[config.mk]
export PLATFORM = sky130hd
export DESIGN_NAME = lbk_tx_seq
export DESIGN_NICKNAME = d
export VERILOG_FILES = /design/src/rtl/lbk_pkg.sv /design/src/rtl/lbk_fifo.sv /design/src/rtl/lbk_dma.sv /design/src/rtl/lbk_ser.sv /design/src/rtl/lbk_tx_seq.sv
export SDC_FILE = /design/constraint.sdc
export NUM_CORES = 1
export LEC_CHECK = 0
export ABC_AREA = 0
export ABC_CLOCK_PERIOD_IN_PS = 3350
export CAP_MARGIN = 20
export CORE_MARGIN = 4
export CORE_UTILIZATION = 40
export CTS_CLUSTER_SIZE = 40
export DETAILED_ROUTE_END_ITERATION = 10
export GPL_TIMING_DRIVEN = 0
export MAX_ROUTING_LAYER = met4
export SLEW_MARGIN = 20
export SYNTH_ARGS = -nofsm -noshare
export SYNTH_HDL_FRONTEND = slang
export SYNTH_SLANG_ARGS = --single-unit
export TNS_END_PERCENT = 1
[constraint.sdc]
create_clock -name clk -period 3.35 [get_ports clk]
set_input_delay 0.67 -clock clk [delete_from_list [all_inputs] [get_ports clk]]
set_output_delay 0.67 -clock clk [all_outputs]
set_load 0.01 [all_outputs]
[src/rtl/lbk_pkg.sv]
// Package lbk_pkg: shared phase type, framing constants and the bitwise
// reflected CRC-32 step used by the loopback transmit sequencer.
// Assumes: bits go onto the wire LSB first.
package lbk_pkg;

    typedef enum logic [1:0] {
        PH_IDLE = 2'd0,
        PH_HDR  = 2'd1,
        PH_DATA = 2'd2,
        PH_FCS  = 2'd3
    } phase_t;

    localparam logic [7:0]  PRE_BYTE = 8'h55;          // 1,0,1,0... LSB first
    localparam logic [7:0]  SFD_BYTE = 8'hD5;          // 1,0,1,0,1,0,1,1 LSB first
    localparam logic [31:0] CRC_POLY = 32'hEDB88320;   // reflected polynomial
    localparam int          HDR_BYTES = 8;             // 7 preamble + 1 delimiter

    // Advance the reflected CRC register by one wire bit.
    function automatic logic [31:0] crc_step(input logic [31:0] c, input logic b);
        logic fb;
        fb = c[0] ^ b;
        return (c >> 1) ^ (fb ? CRC_POLY : 32'h0);
    endfunction

endpackage

[src/rtl/lbk_fifo.sv]
// Module lbk_fifo: synchronous byte FIFO with occupancy count and flush.
// Assumes: DEPTH is a power of two; push when full and pop when empty are dropped.
module lbk_fifo #(
    parameter int DEPTH = 16,
    parameter int W     = 8,
    localparam int AW    = $clog2(DEPTH),
    localparam int CNT_W = AW + 1
) (
    input  logic             clk,
    input  logic             rst_n,
    input  logic             flush,
    input  logic             push,
    input  logic [W-1:0]     din,
    input  logic             pop,
    output logic [W-1:0]     dout,
    output logic             empty,
    output logic [CNT_W-1:0] count
);
    logic [W-1:0]  store [DEPTH];
    logic [AW-1:0] wr_ptr;
    logic [AW-1:0] rd_ptr;
    logic          do_push;
    logic          do_pop;

    assign empty   = (count == '0);
    assign do_push = push && (count != CNT_W'(DEPTH));
    assign do_pop  = pop && !empty;
    assign dout    = store[rd_ptr];

    // Storage write port.
    always_ff @(posedge clk) begin
        if (do_push) store[wr_ptr] <= din;
    end

    // Pointer and occupancy bookkeeping.
    always_ff @(posedge clk) begin
        if (!rst_n || flush) begin
            wr_ptr <= '0;
            rd_ptr <= '0;
            count  <= '0;
        end else begin
            if (do_push) wr_ptr <= wr_ptr + AW'(1);
            if (do_pop)  rd_ptr <= rd_ptr + AW'(1);
            case ({do_push, do_pop})
                2'b10:   count <= count + CNT_W'(1);
                2'b01:   count <= count - CNT_W'(1);
                default: count <= count;
            endcase
        end
    end
endmodule

[src/rtl/lbk_dma.sv]
// Module lbk_dma: local DMA read engine. Fills the FIFO to full on start,
// then refills in bursts when occupancy drops below the threshold.
// Assumes: one byte per request/acknowledge handshake; addresses increment.
module lbk_dma #(
    parameter int DEPTH  = 16,
    parameter int PAGE_W = 8,
    parameter int CNT_W  = 5,
    localparam int ADDR_W = PAGE_W + 8
) (
    input  logic              clk,
    input  logic              rst_n,
    input  logic              go,
    input  logic              stop,
    input  logic [PAGE_W-1:0] page,
    input  logic [15:0]       count,
    input  logic [CNT_W-1:0]  thresh,
    input  logic [CNT_W-1:0]  occ,
    input  logic              ack,
    output logic              req,
    output logic [ADDR_W-1:0] addr,
    output logic              push
);
    logic [15:0] remaining;
    logic        filling;
    logic        fifo_full;

    assign fifo_full = (occ == CNT_W'(DEPTH));
    assign req       = filling && (remaining != 16'd0) && !fifo_full;
    assign push      = req && ack;

    // Byte counter, address pointer and burst state.
    always_ff @(posedge clk) begin
        if (!rst_n) begin
            remaining <= '0;
            addr      <= '0;
            filling   <= 1'b0;
        end else if (go) begin
            remaining <= count;
            addr      <= {page, 8'h00};
            filling   <= (count != 16'd0);
        end else if (stop) begin
            remaining <= '0;
            filling   <= 1'b0;
        end else begin
            if (push) begin
                remaining <= remaining - 16'd1;
                addr      <= addr + ADDR_W'(1);
            end
            if (filling) begin
                if (fifo_full || remaining == 16'd0) filling <= 1'b0;
            end else if (remaining != 16'd0 && occ < thresh) begin
                filling <= 1'b1;
            end
        end
    end
endmodule

[src/rtl/lbk_ser.sv]
// Module lbk_ser: bit serializer. Sends header, payload from the FIFO and an
// optional CRC-32, then flags done; flags underrun if a due byte is missing.
// Assumes: one wire bit per clock; bytes are sent LSB first.
module lbk_ser
    import lbk_pkg::*;
(
    input  logic        clk,
    input  logic        rst_n,
    input  logic        go,
    input  logic        no_crc,
    input  logic [15:0] total,
    input  logic        fifo_empty,
    input  logic [7:0]  fifo_dout,
    output logic        fifo_pop,
    output logic        abort,
    output logic        bit_o,
    output logic        valid_o,
    output logic        done_o,
    output logic        urun_o
);
    phase_t      phase, ph_nx;
    logic [7:0]  shreg, load_byte;
    logic [2:0]  bitn, idx, idx_nx;
    logic [15:0] sent, sent_nx, total_q;
    logic        nocrc_q;
    logic [31:0] crc, crc_nx, fcs, fcs_nx;
    logic        load, finish;

    assign bit_o   = shreg[0];
    assign valid_o = (phase != PH_IDLE);
    assign crc_nx  = (phase == PH_DATA) ? crc_step(crc, shreg[0]) : crc;

    // Choose the next byte at the last bit of the current one.
    always_comb begin
        load      = 1'b0;
        load_byte = shreg;
        ph_nx     = phase;
        fifo_pop  = 1'b0;
        finish    = 1'b0;
        abort     = 1'b0;
        idx_nx    = idx;
        fcs_nx    = fcs;
        sent_nx   = sent;
        if (phase != PH_IDLE && bitn == 3'd7) begin
            if (phase == PH_HDR && idx != 3'(HDR_BYTES - 1)) begin
                load      = 1'b1;
                idx_nx    = idx + 3'd1;
                load_byte = (idx == 3'(HDR_BYTES - 2)) ? SFD_BYTE : PRE_BYTE;
            end else if (phase == PH_FCS) begin
                if (idx == 3'd3) begin
                    finish = 1'b1;
                end else begin
                    load      = 1'b1;
                    load_byte = fcs[7:0];
                    fcs_nx    = {8'h00, fcs[31:8]};
                    idx_nx    = idx + 3'd1;
                end
            end else if (sent != total_q) begin
                if (fifo_empty) begin
                    abort = 1'b1;
                end else begin
                    fifo_pop  = 1'b1;
                    load      = 1'b1;
                    load_byte = fifo_dout;
                    ph_nx     = PH_DATA;
                    sent_nx   = sent + 16'd1;
                end
            end else if (!nocrc_q) begin
                load      = 1'b1;
                load_byte = ~crc_nx[7:0];
                fcs_nx    = {8'h00, ~crc_nx[31:8]};
                idx_nx    = 3'd0;
                ph_nx     = PH_FCS;
            end else begin
                finish = 1'b1;
            end
        end
    end

    // Shift register, phase, CRC and sticky flags.
    always_ff @(posedge clk) begin
        if (!rst_n) begin
            phase   <= PH_IDLE;
            shreg   <= '0;
            bitn    <= '0;
            idx     <= '0;
            sent    <= '0;
            total_q <= '0;
            nocrc_q <= 1'b0;
            crc     <= '1;
            fcs     <= '0;
            done_o  <= 1'b0;
            urun_o  <= 1'b0;
        end else if (go) begin
            phase   <= PH_HDR;
            shreg   <= PRE_BYTE;
            bitn    <= '0;
            idx     <= '0;
            sent    <= '0;
            total_q <= total;
            nocrc_q <= no_crc;
            crc     <= '1;
            done_o  <= 1'b0;
            urun_o  <= 1'b0;
        end else if (finish || abort) begin
            phase <= PH_IDLE;
            if (finish) done_o <= 1'b1;
            if (abort)  urun_o <= 1'b1;
        end else if (phase != PH_IDLE) begin
            crc <= crc_nx;
            if (load) begin
                shreg <= load_byte;
                bitn  <= '0;
                phase <= ph_nx;
                idx   <= idx_nx;
                fcs   <= fcs_nx;
                sent  <= sent_nx;
            end else begin
                shreg <= {1'b0, shreg[7:1]};
                bitn  <= bitn + 3'd1;
            end
        end
    end
endmodule

[src/rtl/lbk_tx_seq.sv]
// Module lbk_tx_seq: loopback frame transmit sequencer top. Connects the DMA
// engine, FIFO and serializer, and decodes the loopback mode.
// Assumes: start is accepted only while idle; page is the upper address byte.
module lbk_tx_seq #(
    parameter int DEPTH  = 16,
    parameter int PAGE_W = 8,
    localparam int CNT_W  = $clog2(DEPTH) + 1,
    localparam int ADDR_W = PAGE_W + 8
) (
    input  logic              clk,
    input  logic              rst_n,
    input  logic              start_i,
    input  logic [PAGE_W-1:0] page_i,
    input  logic [15:0]       count_i,
    input  logic              no_crc_i,
    input  logic [CNT_W-1:0]  thresh_i,
    input  logic [1:0]        mode_i,
    output logic              mem_req_o,
    output logic [ADDR_W-1:0] mem_addr_o,
    input  logic              mem_ack_i,
    input  logic [7:0]        mem_rdata_i,
    output logic              ser_bit_o,
    output logic              ser_valid_o,
    output logic              busy_o,
    output logic              txdone_o,
    output logic              underrun_o,
    output logic              loop_int_o,
    output logic              force_loop_o,
    output logic              loop_ext_o
);
    logic             go;
    logic             abort;
    logic             push;
    logic             pop;
    logic             fifo_empty;
    logic [7:0]       fifo_dout;
    logic [CNT_W-1:0] fifo_cnt;
    logic [CNT_W-1:0] thresh_q;

    assign busy_o = ser_valid_o;
    assign go     = start_i && !busy_o;

    // Loopback path select decode.
    always_comb begin
        loop_int_o   = (mode_i == 2'b01);
        force_loop_o = (mode_i == 2'b10);
        loop_ext_o   = (mode_i == 2'b11);
    end

    // Threshold latched at start so a frame uses one setting.
    always_ff @(posedge clk) begin
        if (!rst_n)  thresh_q <= '0;
        else if (go) thresh_q <= thresh_i;
    end

    lbk_dma #(.DEPTH(DEPTH), .PAGE_W(PAGE_W), .CNT_W(CNT_W)) u_dma (
        .clk    (clk),
        .rst_n  (rst_n),
        .go     (go),
        .stop   (abort),
        .page   (page_i),
        .count  (count_i),
        .thresh (thresh_q),
        .occ    (fifo_cnt),
        .ack    (mem_ack_i),
        .req    (mem_req_o),
        .addr   (mem_addr_o),
        .push   (push)
    );

    lbk_fifo #(.DEPTH(DEPTH), .W(8)) u_fifo (
        .clk   (clk),
        .rst_n (rst_n),
        .flush (go || abort),
        .push  (push),
        .din   (mem_rdata_i),
        .pop   (pop),
        .dout  (fifo_dout),
        .empty (fifo_empty),
        .count (fifo_cnt)
    );

    lbk_ser u_ser (
        .clk        (clk),
        .rst_n      (rst_n),
        .go         (go),
        .no_crc     (no_crc_i),
        .total      (count_i),
        .fifo_empty (fifo_empty),
        .fifo_dout  (fifo_dout),
        .fifo_pop   (pop),
        .abort      (abort),
        .bit_o      (ser_bit_o),
        .valid_o    (ser_valid_o),
        .done_o     (txdone_o),
        .urun_o     (underrun_o)
    );
endmodule

==> impl_results.md <==
- Minimum clock period: ~3200 ps
- Tot Pwr: 7.965 mW
- Yosys warnings: 0
- Seq/Total Area, Yosys: 0.5437
- Worst-path clk slew: 60 ps
- GRT Overall Usage: 0.1946
- Setup WS post-layout: 139.5 ps
- Arrival time worst endpoint: 3610 ps
- Antenna-violating nets left: 0
- Setup-failing EPs final: 0
- Syn Nets: 1,308
- Max Clock Skew: 11.37 ps
- Clock sink count: 290
- Status: complete, no violations
- H-tree depth: 2
- Die Area: 35,540 µm²
- Via count: 9,778
- Number of diodes: 0
- Share of layout cells above drive strength 1: 0.1092
- Syn Inst Count: 1,243
- Post-Place Cells: 1,746
- Fmax: 0.3115 GHz
- Synth-to-layout area growth: 18.52%
- Hold Violations, Final: 0
- DP HPWL: 24,030 µm
- Nets@finish: about 1,400
- Fraction of registers with async set/reset: 0
- FP Rows: 65
- Die height: 188.5 µm
- MaxCap Viol Count: 0
- Crit end category: flop
- Total CTS buffers: 34
- Cell area after synthesis: 13,040 µm²
- Initial antenna violation count: 0
- Drt pass-1 iters: 5
- Starting Density: 0.4089
- First-pass GRT wire length: 54,110 µm
- Vias in the first global route: 9,585
- Crit Path Max Fanout: 11
- Most frequent cells in the layout: 162 x dfxtp_1, 152 x nor2_1, 128 x edfxtp_1
- Tightest Pin Transition: around 930 ps
- RSZ-0062 raised after global routing: yes
- Startpoint types: flop
- DRC violation count after routing: 0
- Peak VDD IR: between 0.0002 and 0.0003 V
- Largest net degree at the start of global routing: 17
- Crit Path Category: reg -> reg
- Final worst-path cycle share: 0.9584
- Clk buf depth: 3
- Worst Hold Class: reg -> reg
- Clock latency on the worst-skew pair: 520 ps
- Post-synth EDFFs: approximately 130
- Placed inst area: 14,280 µm²
- Synth Register Bits: 290
- CTS tree: built
- Core ar.: around 32,000 µm²
- Pre-CTS setup slack: -722.0 ps
- Via density: 5.405
- Total gr overflow: 0
- Routed wire length: 34,040 µm
- GPL Wtd Cong: 0.8648
- Critical Path RT: between 3000 and 4000 ps
- Non-filler cells, final: 1,809
- Cts hold-fix bufs: 0
- Final Cell Area: 15,450 µm²
- Commonest non-fill, non-tap cell in the layout: dfxtp_1
- Clock root cell: clkbuf_16
- Max-slew violations: 0
- Post-synth cell types: 63
- Die W: 188.5 µm
- Slew headroom: 0.3769
- Wirelength per Cell: about 19 µm
- Mean Syn Cell Area: 10.49 µm²
- Cell area power density: 515.6 nW/µm²
- Initial DRC Count: 746
- Io pins: roughly 70
- Leak pwr: 5.319 nW
- Ys flop type: dfxtp_1
- IO buf count: 67
## flip-flops by register name, indices dropped and copies added (netlist names), named ones only
| signal | cells |
|---|---|
| u_fifo.store | 128 |
| u_ser.crc | 32 |
| u_ser.fcs | 24 |
| u_dma.addr | 16 |
| u_dma.remaining | 16 |
| u_ser.sent | 16 |
| u_ser.total_q | 16 |
| u_ser.shreg | 8 |
| thresh_q | 5 |
| u_fifo.count | 5 |
| u_fifo.rd_ptr | 4 |
| u_fifo.wr_ptr | 4 |
| u_ser.bitn | 3 |
| u_ser.idx | 3 |
| u_ser.phase | 2 |
| u_dma.filling | 1 |
| u_ser.done_o | 1 |
| u_ser.nocrc_q | 1 |
| u_ser.urun_o | 1 |
## path summary, 6_finish.rpt
| kind | depth (start not counted) | startpoint | slack (ps) | end |
|---|---|---|---|---|
| hold / removal | 2 | u_ser.done_o$_SDFFE_PP0P_ | 450 | u_ser.done_o$_SDFFE_PP0P_ |
| hold reg to reg | 2 | u_ser.done_o$_SDFFE_PP0P_ | 450 | u_ser.done_o$_SDFFE_PP0P_ |
| setup reg to reg | 17 | u_dma.remaining[0]$_SDFFE_PN0P_ | 140 | u_fifo.count[4]$_SDFFE_PP0P_ |
| setup / recovery | 17 | u_dma.remaining[0]$_SDFFE_PN0P_ | 140 | u_fifo.count[4]$_SDFFE_PP0P_ |
## metal layers
metal,part of all wire,GRT usage,vias to the layer above
met3,0.052,0.02927,61
li1,-,-,4717
met5,0,-,-
met2,0.46,0.3017,256
met1,0.46,0.2668,4744
met4,0.024,0.05942,0
## cell usage after synthesis (8+ instances only)
master | instances | area [µm²]
a21o_1 | 12 | 90.09
clkbuf_1 | 47 | 176.4
a21oi_1 | 120 | 600.6
o21ai_0 | 29 | 145.1
o22ai_1 | 14 | 87.58
or3_1 | 8 | 50.05
mux2i_1 | 22 | 220.2
nor4_1 | 9 | 56.30
xnor2_1 | 41 | 359.1
nor3_1 | 57 | 285.3
mux4_2 | 32 | 720.7
nor2_1 | 161 | 604.3
dfxtp_1 | 162 | 3243
nand2b_1 | 12 | 75.07
inv_1 | 24 | 90.09
nand4_1 | 15 | 93.84
xor2_1 | 26 | 227.7
edfxtp_1 | 128 | 3844
o211ai_1 | 18 | 135.1
and3_1 | 13 | 81.33
ha_1 | 21 | 262.8
buf_2 | 21 | 105.1
a31oi_1 | 8 | 50.05
nand3_1 | 19 | 95.09
a22oi_1 | 17 | 127.6
o211a_1 | 9 | 90.09
and2_1 | 8 | 50.05
nand2_1 | 111 | 416.7
## what timing repair did
action | CTS | global route
resized for setup | 19 | 11
pin swaps | 3 | 2
endpoints found under the setup margin | 101 | 37
buffers inserted | 3 | 1
## critical path, stage by stage, from the launching register on
cell,delay (ps)
dfxtp_1,350
inv_1,80
ha_2,200
nor3b_4,170
nand4b_1,180
nor2_4,80
nor3b_4,390
inv_2,110
buf_6,170
buf_8,150
ha_4,190
xor2_1,150
ha_1,200
a21oi_2,180
a32oi_1,130
a21oi_1,180
xnor2_1,130
nor2_1,50
## cell families after synthesis
kind of cell / Yosys count / share of synthesized area
AOI/OAI and AO/OA: 264 / 0.1273
and+or+nand+nor: 441 / 0.1571
muxes: 55 / 0.07305
buffers and inverters: 105 / 0.03369
DFF: 290 / 0.5437
xor gates and xnor gates: 67 / 0.04502
adders and majority gates: 21 / 0.02016
## stage by stage
stage	utilization	TNS [ps]	hold WS, ps
4_1_cts	0.4828	0	451.1
3_5_place_dp	0.4480	-38830	442.1
5_1_grt	0.4846	-122.2	470.5
6_report	0.4846	0	451.1
2_1_floorplan	-	0	431.2
3_3_place_gp	0.4471	-49940	435.6
## power by group
part	total, mW	switching [mW]	leakage (nW)	internal, mW
Sequential	3.83	0.0613	2.47	3.76
Clock	3.40	1.43	0.490	1.97
Combinational	0.743	0.447	2.36	0.296
## layout make-up
type	instances	area (µm²)
inverters	26	97.59
multi-input cells	848	5634
clock inverters	8	56.30
well taps	435	544.3
clock buffers	52	949.7
repair buffers	72	720.7
flip-flops and latches	290	7087
fillers	2930	16430
plain buffers	78	359.1
No activity file was read; power rests on OpenSTA's default activity.
